`config.mk`:
```
export PLATFORM = sky130hd
export DESIGN_NAME = bfsk_slope_detector
export DESIGN_NICKNAME = d
export VERILOG_FILES = /design/src/rtl/bfsk_slope_detector.sv
export SDC_FILE = /design/constraint.sdc
export NUM_CORES = 1
export LEC_CHECK = 0
export BUFFER_PORTS_ARGS = -buffer_cell sky130_fd_sc_hd__buf_2
export CORE_ASPECT_RATIO = 2
export CORE_MARGIN = 2
export CORE_UTILIZATION = 25
export CTS_BUF_LIST = sky130_fd_sc_hd__clkbuf_4 sky130_fd_sc_hd__clkbuf_8
export DETAILED_ROUTE_END_ITERATION = 8
export SYNTH_ARGS = -nofsm -noshare
export SYNTH_HDL_FRONTEND = slang
export SYNTH_SLANG_ARGS = --single-unit
```
`constraint.sdc`:
```
create_clock -name clk -period 25 [get_ports clk]
set_clock_uncertainty 0.1 [all_clocks]
set_input_delay 3.75 -clock clk [delete_from_list [all_inputs] [get_ports clk]]
set_output_delay 3.75 -clock clk [all_outputs]
set_load 0.02 [all_outputs]
```
`src/rtl/bfsk_slope_detector.sv`:
```
module bfsk_slope_detector #(
  parameter int IN_W  = 12,
  parameter int WIN   = 6,
  parameter int LEAK  = 4,
  parameter int THR_W = 24
) (
  input  logic             clk,
  input  logic             rst,
  input  logic             in_valid,
  input  logic [IN_W-1:0]  in_sample,
  input  logic [IN_W-1:0]  in_tone,
  input  logic [THR_W-1:0] threshold,
  output logic             level_valid,
  output logic             level
);

  localparam int PROD_W = 2 * IN_W;
  localparam int ACC_W  = 2 * IN_W + LEAK + 1;
  localparam int DIFF_W = ACC_W + 1;
  localparam int SUM_W  = DIFF_W + $clog2(WIN + 1);
  localparam int FILL   = 2 * WIN;
  localparam int CNT_W  = $clog2(FILL + 1);
  localparam logic signed [ACC_W-1:0] ACC_LIM = ACC_W'(1) <<< (2 * IN_W - 1 + LEAK);
  localparam logic [THR_W-1:0] THR_MAX = '1;

  logic signed [ACC_W-1:0]  hist [WIN];
  logic        [DIFF_W-1:0] mags [WIN-1];
  logic        [CNT_W-1:0]  cnt;

  logic signed [PROD_W-1:0] prod;
  logic signed [ACC_W-1:0]  acc_nx;
  logic signed [DIFF_W-1:0] diff;
  logic        [DIFF_W-1:0] mag;
  logic        [SUM_W-1:0]  sum;
  logic        [THR_W-1:0]  sum_sat;

  assign prod   = $signed(in_sample) * $signed(in_tone);
  assign acc_nx = hist[0] - (hist[0] >>> LEAK) + ACC_W'(prod);
  assign diff   = DIFF_W'(acc_nx) - DIFF_W'(hist[WIN-1]);
  assign mag    = diff[DIFF_W-1] ? DIFF_W'(-diff) : DIFF_W'(diff);

  always_comb begin
    sum = SUM_W'(mag);
    for (int i = 0; i < WIN - 1; i++) sum = sum + SUM_W'(mags[i]);
  end

  generate
    if (SUM_W > THR_W) begin : g_clip
      assign sum_sat = (sum > SUM_W'(THR_MAX)) ? THR_MAX : sum[THR_W-1:0];
    end else begin : g_wide
      assign sum_sat = THR_W'(sum);
    end
  endgenerate

  always_ff @(posedge clk) begin
    if (rst) begin
      for (int i = 0; i < WIN; i++) hist[i] <= '0;
      for (int i = 0; i < WIN - 1; i++) mags[i] <= '0;
      cnt         <= '0;
      level       <= 1'b0;
      level_valid <= 1'b0;
    end else if (in_valid) begin
      hist[0] <= acc_nx;
      for (int i = 1; i < WIN; i++) hist[i] <= hist[i-1];
      mags[0] <= mag;
      for (int i = 1; i < WIN - 1; i++) mags[i] <= mags[i-1];
      if (cnt < CNT_W'(FILL - 1)) cnt <= cnt + 1'b1;
      level       <= sum_sat > threshold;
      level_valid <= (cnt == CNT_W'(FILL - 1));
    end else begin
      level_valid <= 1'b0;
    end
  end

  AST_NO_OVERFLOW: assert property (@(posedge clk) disable iff (rst)
    (hist[0] < ACC_LIM) && (hist[0] > -ACC_LIM));

  AST_STROBE_NEEDS_SAMPLE: assert property (@(posedge clk) disable iff (rst)
    level_valid |-> $past(in_valid));

  AST_IDLE_HOLDS: assert property (@(posedge clk) disable iff (rst)
    !in_valid |=> ($stable(level) && !level_valid));

  AST_CEILING_NEVER_EXCEEDS: assert property (@(posedge clk) disable iff (rst)
    (in_valid && threshold == THR_MAX) |=> !level);

  AST_FILL_GATE: assert property (@(posedge clk) disable iff (rst)
    (in_valid && cnt < CNT_W'(FILL - 1)) |=> !level_valid);

endmodule

```
Yosys cells after proc, flatten, opt, wreduce, memory -nomap -nowiden
Memories as Yosys holds them, arrays and structs flattened.
Cells that the tools add are included.
Storage, ports and cells
  bits in registers: 6
  RAM bits: 324
  bits of input ports: 51
  output and inout bits: 2
  memories: 2
Memory list
  hist: words 6, width 29, rd ports 6, clocked after memory_dff 0, wr ports 6, line 26  | logic signed [ACC_W-1:0] hist [WIN];
  mags: words 5, width 30, rd ports 5, clocked after memory_dff 0, wr ports 5, line 27  | logic [DIFF_W-1:0] mags [WIN-1];
Operators by class
  add/sub/neg operators: 10
  multipliers: 1
  $lt $le $gt $ge: 3
  equality and inequality tests: 1
  multiplexer cells: 18
  bitwise operators: 12
  reductions and logical operators: 2
Operators by type and width (number)
  30-bit two-way mux: 6
  29-bit two-way mux: 6
  33-bit by 30-bit adder with 33-bit output: 2
  32-bit by 30-bit adder with 33-bit output: 1
  33-bit by 24-bit > comparator with 1-bit output (second input constant): 1
  31-bit by 30-bit adder with 32-bit output: 1
  30-bit by 30-bit adder with 31-bit output: 1
  30-bit negation: 1
  29-bit by 29-bit subtractor with 30-bit output: 1
  29-bit by 24-bit adder with 29-bit output: 1
  29-bit by 25-bit subtractor with 29-bit output: 1
  24-bit > comparator: 1
  12-bit by 12-bit multiplier with 24-bit output: 1
  24-bit two-way mux: 1
  1-bit bitwise OR: 11
  1-bit two-way mux: 5
  4-bit by 1-bit adder with 4-bit output (second input constant): 1
  4-bit == test (second input constant): 1
  4-bit less-than comparator (second input constant): 1
  2-bit AND reduction: 1
  2-bit OR reduction: 1
  1-bit NOT: 1

Depth between registers and ports, before layout
Gate-level depths: netlist of the first run.
  depth after elaboration: 13
  depth in mapped cells: 65
  mapped depth without buffers: 60

Worst setup path after synthesis of the first run
OpenSTA, ideal clock, no wires.
  path kind: in2reg
  start point: input port in_tone[4]
  end point: register level
  setup time: 0.328 ns
  data arrival time: 17.007 ns
  data required time: 24.572 ns
  setup slack: 7.565 ns
  stages: 57
  buffers on the path: 4
  cells stage by stage: clkbuf_1 > nand2_1 > fa_1 > inv_1 > fa_1 > fa_1 > fa_1 > fa_1 > inv_1 > fa_1 > inv_1 > ha_1 > nand4_1 > o311ai_0 > a31oi_1 > o21ba_2 > o31ai_1 > xnor2_1 > (+21 left out) > o21ai_0 > a221o_1 > a21oi_1 > o211ai_1 > and3b_1 > buf_2 > nand3_1 > ha_1 > a21o_1 > a21o_1 > a21o_1 > a21o_1 > a21o_1 > a21o_1 > a21oi_1 > o21ai_0 > a21oi_1 > o22ai_1
Between the ends
  elaborated cells on any way between the ends: 13
RTL lines
  from (decl): line 11  | input logic [IN_W-1:0] in_tone,
  12-bit by 12-bit multiplier with 24-bit output (*): line 37  | assign prod = $signed(in_sample) * $signed(in_tone);
  29-bit by 24-bit adder with 29-bit output (*): line 38  | assign acc_nx = hist[0] - (hist[0] >>> LEAK) + ACC_W'(prod);
  named net acc_nx[19]: line 31  | logic signed [ACC_W-1:0] acc_nx;
  29-bit by 29-bit subtractor with 30-bit output (*): line 39  | assign diff = DIFF_W'(acc_nx) - DIFF_W'(hist[WIN-1]);
  30-bit two-way mux (*): line 40  | assign mag = diff[DIFF_W-1] ? DIFF_W'(-diff) : DIFF_W'(diff);
  named net mag[8]: line 33  | logic [DIFF_W-1:0] mag;
  30-bit by 30-bit adder with 31-bit output (*): line 44  | for (int i = 0; i < WIN - 1; i++) sum = sum + SUM_W'(mags[i]);
  31-bit by 30-bit adder with 32-bit output (*): line 44
  32-bit by 30-bit adder with 33-bit output (*): line 44
  33-bit by 30-bit adder with 33-bit output (*) (2 in series): line 44
  33-bit by 24-bit > comparator with 1-bit output: line 49  | assign sum_sat = (sum > SUM_W'(THR_MAX)) ? THR_MAX : sum[THR_W-1:0];
  24-bit two-way mux (*): line 49
  24-bit > comparator (*): line 68  | level <= sum_sat > threshold;
  to (signal assigned): line 68
  to (decl): line 14  | output logic level
Mark *: on every way through the listed nets, which the timed path passes. The rest lies on a longest branch.
A chain may end at the register's enable or synchronous reset.

Final worst setup path of the first run
  start point: input port in_sample[8]
  end point: register level
Between the ends
  elaborated cells on any way between the ends: 13
RTL lines
  from (decl): line 10  | input logic [IN_W-1:0] in_sample,
  12-bit by 12-bit multiplier with 24-bit output (*): line 37
  29-bit by 24-bit adder with 29-bit output (*): line 38
  named net acc_nx[19]: line 31
  29-bit by 29-bit subtractor with 30-bit output (*): line 39
  30-bit two-way mux (*): line 40
  named net mag[10]: line 33
  30-bit by 30-bit adder with 31-bit output (*): line 44
  31-bit by 30-bit adder with 32-bit output (*): line 44
  32-bit by 30-bit adder with 33-bit output (*): line 44
  33-bit by 30-bit adder with 33-bit output (*) (2 in series): line 44
  33-bit by 24-bit > comparator with 1-bit output: line 49
  24-bit two-way mux (*): line 49
  24-bit > comparator (*): line 68
Marked as above.

==> impl_results.md, run 1 <==
- Status: finished, final reports clean
- Antenna violations before repair: 2
- Fin. max-slew vios: 0
- Final setup viols: 0
- H-tree Lvls: 2
- CTS tree: yes
- Cell Area, Synth: 28600 um^2
- Hold Path Sink: level_valid
- Final period util: 0.768
- IO Port Bufs: 52
- Worst Path Required: approximately 25000 ps
- Initial core utilization: 0.252
- Slew headroom: 0.120
- Worst-Skew Late Latency: 600 ps
- RSZ-0062 raised after global routing: false
- Layout cells sized above 1: 0.0613
- Tot GR Track Use: 0.102
- Worst min path class: flop to flop
- Reg2reg path depth: 54
- Warnings, synthesis: 0
- Post-synth top area share: 0.340
- First-pass GRT wire length: roughly 98 mm
- Post-synth EDFFs: 324
- Die width: about 240 um
- # rows: 175
- Post-CTS sizing: 0
- Synth cell types: 86
- Root buffer cell: clkbuf_8
- Dpl hpwl: ~46 mm
- Core Box Area: about 110000 um^2
- Number of buffers created by CTS: 49
- Synth area leader: edfxtp_1
- Setup TNS: 0 ps
- Hold Crit Start: cnt[3]
- MaxCap Viol Count: 0
- Max Buffers Root-to-Sink: 3
- Routed len/inst: about 14 um
- Most Frequent Cell on Critical Path: fa_1
- Worst path slowest cell: o311ai_0
- Post-Syn Instances: around 2700
- Syn nets: 3239
- CP Capture Type: flop
- Area contributors post-synth: edfxtp_1, fa_1, and2_1, ha_1, inv_1
- Die area: 117000 um^2
- Yosys reg bits: 330
- Hold depth: 2
- Worst stage delay on the critical path: between 1000 and 1500 ps
- # placed instances: 4150
- Sequential fraction of the synthesis area: 0.344
- Vias in the first global route: just under 20000
- Crit path max fanout: 27
- Crit path DAT: 19540 ps
- Largest net degree at the start of global routing: 178
- Worst setup path class: primary input to flop
- FMAX: 52.1 MHz
- WL final: 58.5 mm
- Tmin final: 19190 ps
- Clk sinks: 330
- Reg2reg end: level
- TritonRoute pass-1 iters: 5
- Tightest Pin Transition: between 1000 and 1500 ps
- Post-route DRC: 0
- Critical path startpoint category: primary input
- I/O pins: 53
- R2R Setup Slk: slightly above 9000 ps
- Via density: 4.22
- CTS clk-pin slew, worst paths: approximately 80 ps
- Post-Syn Area per Cell: 10.7 um^2
- Antenna Violating Nets Remaining: 0
- Die height: between 400 and 500 um
- Asr flop ratio synth: 0
- Final hold vios: 0
- Layout Nets: 3260
- Primary FF master, synth: edfxtp_1
- DR vias: 17800
- Placer Congestion: between 0.8 and 0.9
- Setup bufs post-CTS: 0
- Initial DRC Count: 624
- Layout area overhead: 9.63%
- Cts hold-fix bufs: 0
- Non-filler instance count after layout: 4230
- Grt ovf: 0
- Worst r2r src: hist[0][7]
## per-layer routing
layer	up-vias	global-route usage	wire length [um]
li1	8618	-	-
met1	8917	0.114	23700
met2	207	0.203	32300
met3	99	0.00739	1040
met4	0	0.0302	1470
met5	-	0	0
## worst max-delay path: cells and delay by family
| family | cells | cell delay [ps] |
|---|---|---|
| AND/OR/NAND/NOR | 10 | 2860 |
| XOR/XNOR | 2 | 430 |
| AO/OA/AOI/OAI | 23 | 5620 |
| buffers and inverters | 8 | 840 |
| adder cells (fa/ha/maj) | 13 | 5970 |
## cells in the final DEF, fill, tap and decap left out, types with 12 or more instances in the layout
master | Yosys | layout
a21oi_1 | 84 | 84
o211ai_1 | 12 | 12
a31oi_1 | 13 | 13
clkbuf_8 | 0 | 49
a211oi_1 | 12 | 12
xor2_1 | 30 | 30
fa_1 | 341 | 341
a21o_1 | 41 | 41
nor3_1 | 24 | 24
o21ai_0 | 49 | 49
ha_1 | 171 | 171
and2_1 | 354 | 354
nand2b_1 | 14 | 13
buf_2 | 10 | 52
xnor2_1 | 75 | 75
nor2_1 | 114 | 114
clkinv_1 | 1 | 13
nand3_1 | 45 | 45
clkbuf_4 | 0 | 12
inv_1 | 545 | 545
o21a_1 | 19 | 19
o31ai_1 | 15 | 15
edfxtp_1 | 324 | 324
nand2_1 | 138 | 138
## sequential cells by signal, summed over array words and instances, names as in the netlist
signal	count
level_valid	1
hist	174
mags	150
cnt	4
level	1
## final cells by class
cell class / instances / area [um^2]
Antenna cell: 1 / 2.50
Clock buffer: 61 / 764
Clock inverter: 18 / 100
Fill cell: 11900 / 82300
Inverter: 546 / 2050
Multi-Input combinational cell: 1710 / 16400
Sequential cell: 330 / 9850
Tap cell: 1504 / 1880
Timing Repair Buffer: 60 / 333
## cell usage after synthesis, types with 6 or more instances
master and instances:
dfxtp_1 6, a21o_1 41, o21bai_1 10, nor2_1 114, nand2b_1 14, a21oi_1 84
ha_1 171, xnor2_1 75, buf_2 10, inv_1 545, or2_2 10, a211oi_1 12
nand3_1 45, and3_1 10, and2_1 354, o31ai_1 15, clkbuf_1 79, nor3_1 24
xor2_1 30, o211ai_1 12, edfxtp_1 324, or3_1 11, o21ai_0 49, nor2b_1 12
o21a_1 19, a31oi_1 13, fa_1 341, nand4_1 11, nand2_1 138
## cells by family (layout without fill, tap and decap cells)
kind of cell	count (synthesis)	in the layout	synth area share
AOI/OAI and AO/OA	321	321	0.0785
xor gates and xnor gates	105	105	0.0322
adders and majority gates	512	512	0.314
buffers and inverters	636	685	0.0842
DFF	330	330	0.344
muxes	6	6	0.00219
other	0	1	0
and+or+nand+nor	766	766	0.145
## worst max-delay path by stage
stage	from	to	slack [ps]	depth (start not counted)
final	in_sample[8]	level	5810	56
after global routing	in_sample[9]	level	4870	56
after CTS	in_sample[9]	level	5830	56
after detailed placement	in_sample[9]	level	5150	56
after global placement	in_sample[9]	level	5290	56
after floorplan	in_tone[4]	level	7560	57
## per-stage QoR
stage                     area [um^2]  utilization  hold WS (ps)  setup slack [ps]
final                           31300        0.276           346              5810
after floorplan                 28600            -           323              7560
after CTS                       31300        0.276           351              5830
after global placement          30500        0.268           346              5290
after global routing            31300        0.276           379              4870
after detailed placement        30500        0.268           339              5150
Power of run 1 is left out: the tool's default activity adds up to more than one toggle a clock period on the data nets, which glitch-free logic cannot reach.
==> inputs of run 2 (changes only) <==
==> constraint.sdc (replaced) <==
create_clock -name clk -period 17.35 [get_ports clk]
set_clock_uncertainty 0.1 [all_clocks]
set_input_delay 2.6025 -clock clk [delete_from_list [all_inputs] [get_ports clk]]
set_output_delay 2.6025 -clock clk [all_outputs]
set_load 0.02 [all_outputs]
==> impl_results.md, run 2 (synthesis results as in run 1) <==
- Dpl hpwl: 47.2 mm (+1.6%)
- Die width: 243 um (unchanged)
- CTS clk-pin slew, worst paths: 80 ps (about the same)
- Initial core utilization: 0.252 (unchanged)
- Worst r2r src: hist[0][7]
- Clk sinks: 330 (unchanged)
- Worst Path Required: 17730 ps (-7630 ps)
- TritonRoute pass-1 iters: 5 (unchanged)
- Vias in the first global route: 20100 (+3.1%)
- Setup TNS: 0 ps (unchanged)
- Reg with most FFs: hist
- Post-place setup slack: -207 ps (-5360 ps)
- Final setup viols: 0 (unchanged)
- Placer Congestion: 0.836 (-2.9%)
- Crit path max fanout: 12 (-56%)
- CP Capture Type: flop
- Core Box Area: 114000 um^2 (unchanged)
- Post-layout util: 0.280 (+0.00380)
- Storage cell area: 9850 um^2 (unchanged)
- Tightest Pin Transition: 1040 ps (-265 ps)
- WL final: 59.4 mm (+1.5%)
- Antenna Violating Nets Remaining: 0 (unchanged)
- Max Buffers Root-to-Sink: 3 (unchanged)
- Number of buffers created by CTS: 50 (+2.0%)
- Critical path startpoint category: primary input
- CTS tree: yes
- Worst setup path class: primary input to flop
- Commonest non-fill, non-tap cell in the layout: inv_1
- Status: finished, final reports clean
- # rows: 175 (unchanged)
- Slew headroom: 0.306 (+0.186)
- Number of flip-flops in the largest register: 174 (unchanged)
- Layout Nets: 3299 (+1.2%)
- Cts hold-fix bufs: 0 (unchanged)
- Routed len/inst: 13.9 um (+0.34%)
- Most Frequent Cell on Critical Path: fa_1
- FMAX: 60.3 MHz
- Final WS setup: 756 ps (-5060 ps)
- Grt ovf: 0 (unchanged)
- IO Port Bufs: 52 (unchanged)
- Crit path DAT: 16970 ps (-2570 ps)
- Tot GR Track Use: 0.104 (+0.00255)
- Final hold vios: 0 (unchanged)
- Worst stage delay on the critical path: 540 ps (-570 ps)
- Leading cell types in the layout, fill and taps excluded: inv_1, and2_1, fa_1
- Via density: 4.21 (-0.10%)
- I/O pins: 53 (unchanged)
- Setup bufs post-CTS: 0 (unchanged)
- RSZ-0062 raised after global routing: false
- Root buffer cell: clkbuf_8
- Hold Crit Start: cnt[3]
- Tmin final: between 15000 and 20000 ps
- Crit. Startpoint: in_sample[7]
- First-pass GRT wire length: 100 mm (+2.8%)
- Die area: 117000 um^2 (unchanged)
- MaxCap Viol Count: 0 (unchanged)
- Area of the multi-input gates: 16400 um^2 (about the same)
- Layout cells sized above 1: 0.0779 (+0.0166)
- Worst path slowest cell: o311ai_2
- Layout area overhead: 11.1%
- Initial DRC Count: 726 (+16%)
- Largest regs: hist: 174 flops, mags: 150 flops, cnt: 4 flops
- Largest net degree at the start of global routing: 124 (-30%)
- Final period util: 0.956
- Post-route DRC: 0 (unchanged)
- Die height: 482 um (unchanged)
- Worst min path class: flop to flop
- Fill cells: 11900 (-0.22%)
- DR vias: 18000 (+1.1%)
- Fin. max-slew vios: 0 (unchanged)
- H-tree Lvls: 2 (unchanged)
- Antenna violations before repair: 3 (+1)
- Worst-Skew Late Latency: 610 ps (about the same)
## run 2: cell count changes in the layout (fill, tap and decap cells not counted)
cell        delta
a21boi_0       -1
a21boi_1       +1
a21oi_1        -1
a21oi_2        +1
buf_12         +1
buf_4         +37
bufinv_16      +1
clkbuf_4       +3
clkbuf_8       +4
clkinv_1       +1
clkinvlp_4     +1
diode_2        +1
inv_6          +1
## run 2: repair_timing
action,CTS,global route
setup endpoints to repair,0,1
hold endpoints to repair,0,0
gates resized for setup,0,2
## run 2: worst paths after layout
path         slack [ps]  cells past startpoint     endpoint
max                 760                     56        level
min                 350                      2  level_valid
max reg2reg        2850                     54        level
min reg2reg         350                      2  level_valid
## run 2: cell type report
cell class | count | area share
well taps | 1504 | 0.0592
flip-flops and latches | 330 | 0.310
repair buffers | 98 | 0.0198
multi-input cells | 1710 | 0.515
inverters | 546 | 0.0645
clock inverters | 22 | 0.00473
diodes | 2 | 0.000158
clock buffers | 68 | 0.0265
## run 2: routing by layer
layer	up-vias	wire length [um]	GRT usage
met4	0	2300	0.0431
met2	262	31900	0.201
met1	8954	24100	0.117
met5	-	0	0
li1	8693	-	-
met3	124	1140	0.00855
## run 2: worst max-delay path: cells and delay by family
| kind | cells | cell delay [ps] |
|---|---|---|
| adder cells (fa/ha/maj) | 13 | 5690 |
| AO/OA/AOI/OAI | 24 | 5610 |
| buffers and inverters | 9 | 930 |
| XOR/XNOR | 2 | 480 |
| AND/OR/NAND/NOR | 8 | 1620 |
## run 2: metrics by stage
stage | area [um^2] | instances | hold WS, ps
2_1_floorplan | 28600 | 2676 | 323
3_3_place_gp | 30800 | 4188 | 351
3_5_place_dp | 30800 | 4188 | 343
4_1_cts | 31800 | 4278 | 355
5_1_grt | 31800 | 4280 | 379
6_report | 31800 | 4280 | 354
Power of run 2 is left out for the same reason.
==> inputs of run 3 (changes only) <==
--- a/config.mk
+++ b/config.mk
@@ -5,12 +5,12 @@
 export SDC_FILE = /design/constraint.sdc
 export NUM_CORES = 1
 export LEC_CHECK = 0
-export BUFFER_PORTS_ARGS = -buffer_cell sky130_fd_sc_hd__buf_2
 export CORE_ASPECT_RATIO = 2
 export CORE_MARGIN = 2
 export CORE_UTILIZATION = 25
 export CTS_BUF_LIST = sky130_fd_sc_hd__clkbuf_4 sky130_fd_sc_hd__clkbuf_8
 export DETAILED_ROUTE_END_ITERATION = 8
+export DONT_BUFFER_PORTS = 1
 export SYNTH_ARGS = -nofsm -noshare
 export SYNTH_HDL_FRONTEND = slang
 export SYNTH_SLANG_ARGS = --single-unit
==> impl_results.md, run 3 (synthesis results as in run 1) <==
- Status: finished, final reports clean
- Post-place setup slack: 237 ps (+443 ps)
- Final period util: 0.945 (-0.0114)
- Worst-Skew Late Latency: 600 ps (about the same)
- Tot GR Track Use: 0.103 (-0.00179)
- Worst setup path class: primary input to flop
- Final hold vios: 0 (unchanged)
- DR vias: 17800 (-1.2%)
- Number of buffers created by CTS: 48 (-4.0%)
- Critical path startpoint category: primary input
- Antenna violations before repair: 1 (-2)
- CTS clk-pin slew, worst paths: 80 ps (about the same)
- Post-layout util: 0.276 (-0.00346)
- Leading cell types in the layout, fill and taps excluded: inv_1, and2_1, fa_1
- Most Frequent Cell on Critical Path: fa_1
- MaxCap Viol Count: 0 (unchanged)
- Placer Congestion: 0.843 (+0.91%)
- Layout area overhead: 9.76%
- WL final: 59.1 mm (-0.52%)
- RSZ-0062 raised after global routing: false
- H-tree Lvls: 2 (unchanged)
- Vias in the first global route: 19300 (-4.2%)
- Largest regs: hist: 174 flops, mags: 150 flops, cnt: 4 flops
- Worst min path class: flop to flop
- FMAX: 61.0 MHz (+1.2%)
- Post-route DRC: 0 (unchanged)
- Final setup viols: 0 (unchanged)
- Fin. max-slew vios: 0 (unchanged)
- Slew headroom: 0.324 (+0.0186)
- Final WS setup: 954 ps (+198 ps)
- Commonest non-fill, non-tap cell in the layout: inv_1
- Crit path DAT: 16770 ps (-200 ps)
- Tmin final: 16400 ps (-198 ps)
- Setup bufs post-CTS: 0 (unchanged)
- Tightest Pin Transition: 1010 ps (-25.8 ps)
- R2R Setup Slk: 2730 ps (-120 ps)
- First-pass GRT wire length: 98.2 mm (-2.2%)
- Antenna Violating Nets Remaining: 0 (unchanged)
- Via density: 4.24 (+0.56%)
- Cts hold-fix bufs: 0 (unchanged)
- CP Capture Type: flop
- CTS tree: yes
- Die width: 243 um (unchanged)
- TritonRoute pass-1 iters: 5 (unchanged)
- Reg with most FFs: hist
- Largest net degree at the start of global routing: 278 (+120%)
- Largest delay share family, worst path: adder cells
- Die height: 482 um (unchanged)
- Dpl hpwl: 46.7 mm (-1.1%)
- Worst Path Required: 17730 ps (about the same)
- Routed len/inst: 14.0 um (+1.2%)
- Max Buffers Root-to-Sink: 3 (unchanged)
- Initial core utilization: 0.252 (unchanged)
- Post-CTS sizing: 0 (unchanged)
- # rows: 175 (unchanged)
- Clk sinks: 330 (unchanged)
- Crit path max fanout: 12 (unchanged)
- Layout cells sized above 1: 0.0537 (-0.0242)
- Number of flip-flops in the largest register: 174 (unchanged)
- Buf+Inv Stages, Crit Path: 7 (-2)
- Setup TNS: 0 ps (unchanged)
- Worst path slowest cell: fa_1
- Layout Nets: 3232 (-2.0%)
- Worst stage delay on the critical path: 610 ps (+70 ps)
- Core Box Area: 114000 um^2 (unchanged)
- IO Port Bufs: 0 (-100%)
- Initial DRC Count: 704 (-3.0%)
- Grt ovf: 0 (unchanged)
- Root buffer cell: clkbuf_8
- DP Area: 30400 um^2 (-1.2%)
- Die area: 117000 um^2 (unchanged)
- Post-route cell area: 31400 um^2 (-1.2%)
- I/O pins: 53 (unchanged)
## run 3: final cells by class
type | instances | area [um^2]
Sequential cell | 330 | 9850
Inverter | 546 | 2050
Multi-Input combinational cell | 1710 | 16400
Timing Repair Buffer | 33 | 273
Fill cell | 11800 | 82300
Clock buffer | 60 | 757
Antenna cell | 1 | 2.50
Clock inverter | 23 | 206
Tap cell | 1504 | 1880
## run 3: routing by layer
| metal | part of all wire | up-vias | global-route usage |
|---|---|---|---|
| li1 | - | 8554 | - |
| met1 | 0.40 | 8926 | 0.114 |
| met2 | 0.55 | 244 | 0.200 |
| met3 | 0.022 | 101 | 0.00922 |
| met4 | 0.033 | 0 | 0.0383 |
| met5 | 0 | - | 0 |
## run 3: worst register-to-register path: cells and delay by family, from the launching register on
kind | cells | cell delay (ps)
AND/OR/NAND/NOR | 14 | 2670
flip-flops | 1 | 390
AO/OA/AOI/OAI | 17 | 3730
buffers and inverters | 8 | 600
XOR/XNOR | 3 | 530
adder cells (fa/ha/maj) | 14 | 6430
## run 3: worst paths after layout
| check | from | to | cells past startpoint |
|---|---|---|---|
| setup / recovery | in_tone[3] | level | 56 |
| setup reg to reg | hist[0][22] | level | 56 |
| hold reg to reg | cnt[3] | level_valid | 2 |
| hold / removal | cnt[3] | level_valid | 2 |
## run 3: per-stage QoR
step	hold slack [ps]	cells
floorplan	323	2676
global placement	354	4123
detailed placement	353	4123
CTS	364	4206
global route	368	4207
finish	356	4207
Power of run 3 is left out for the same reason.
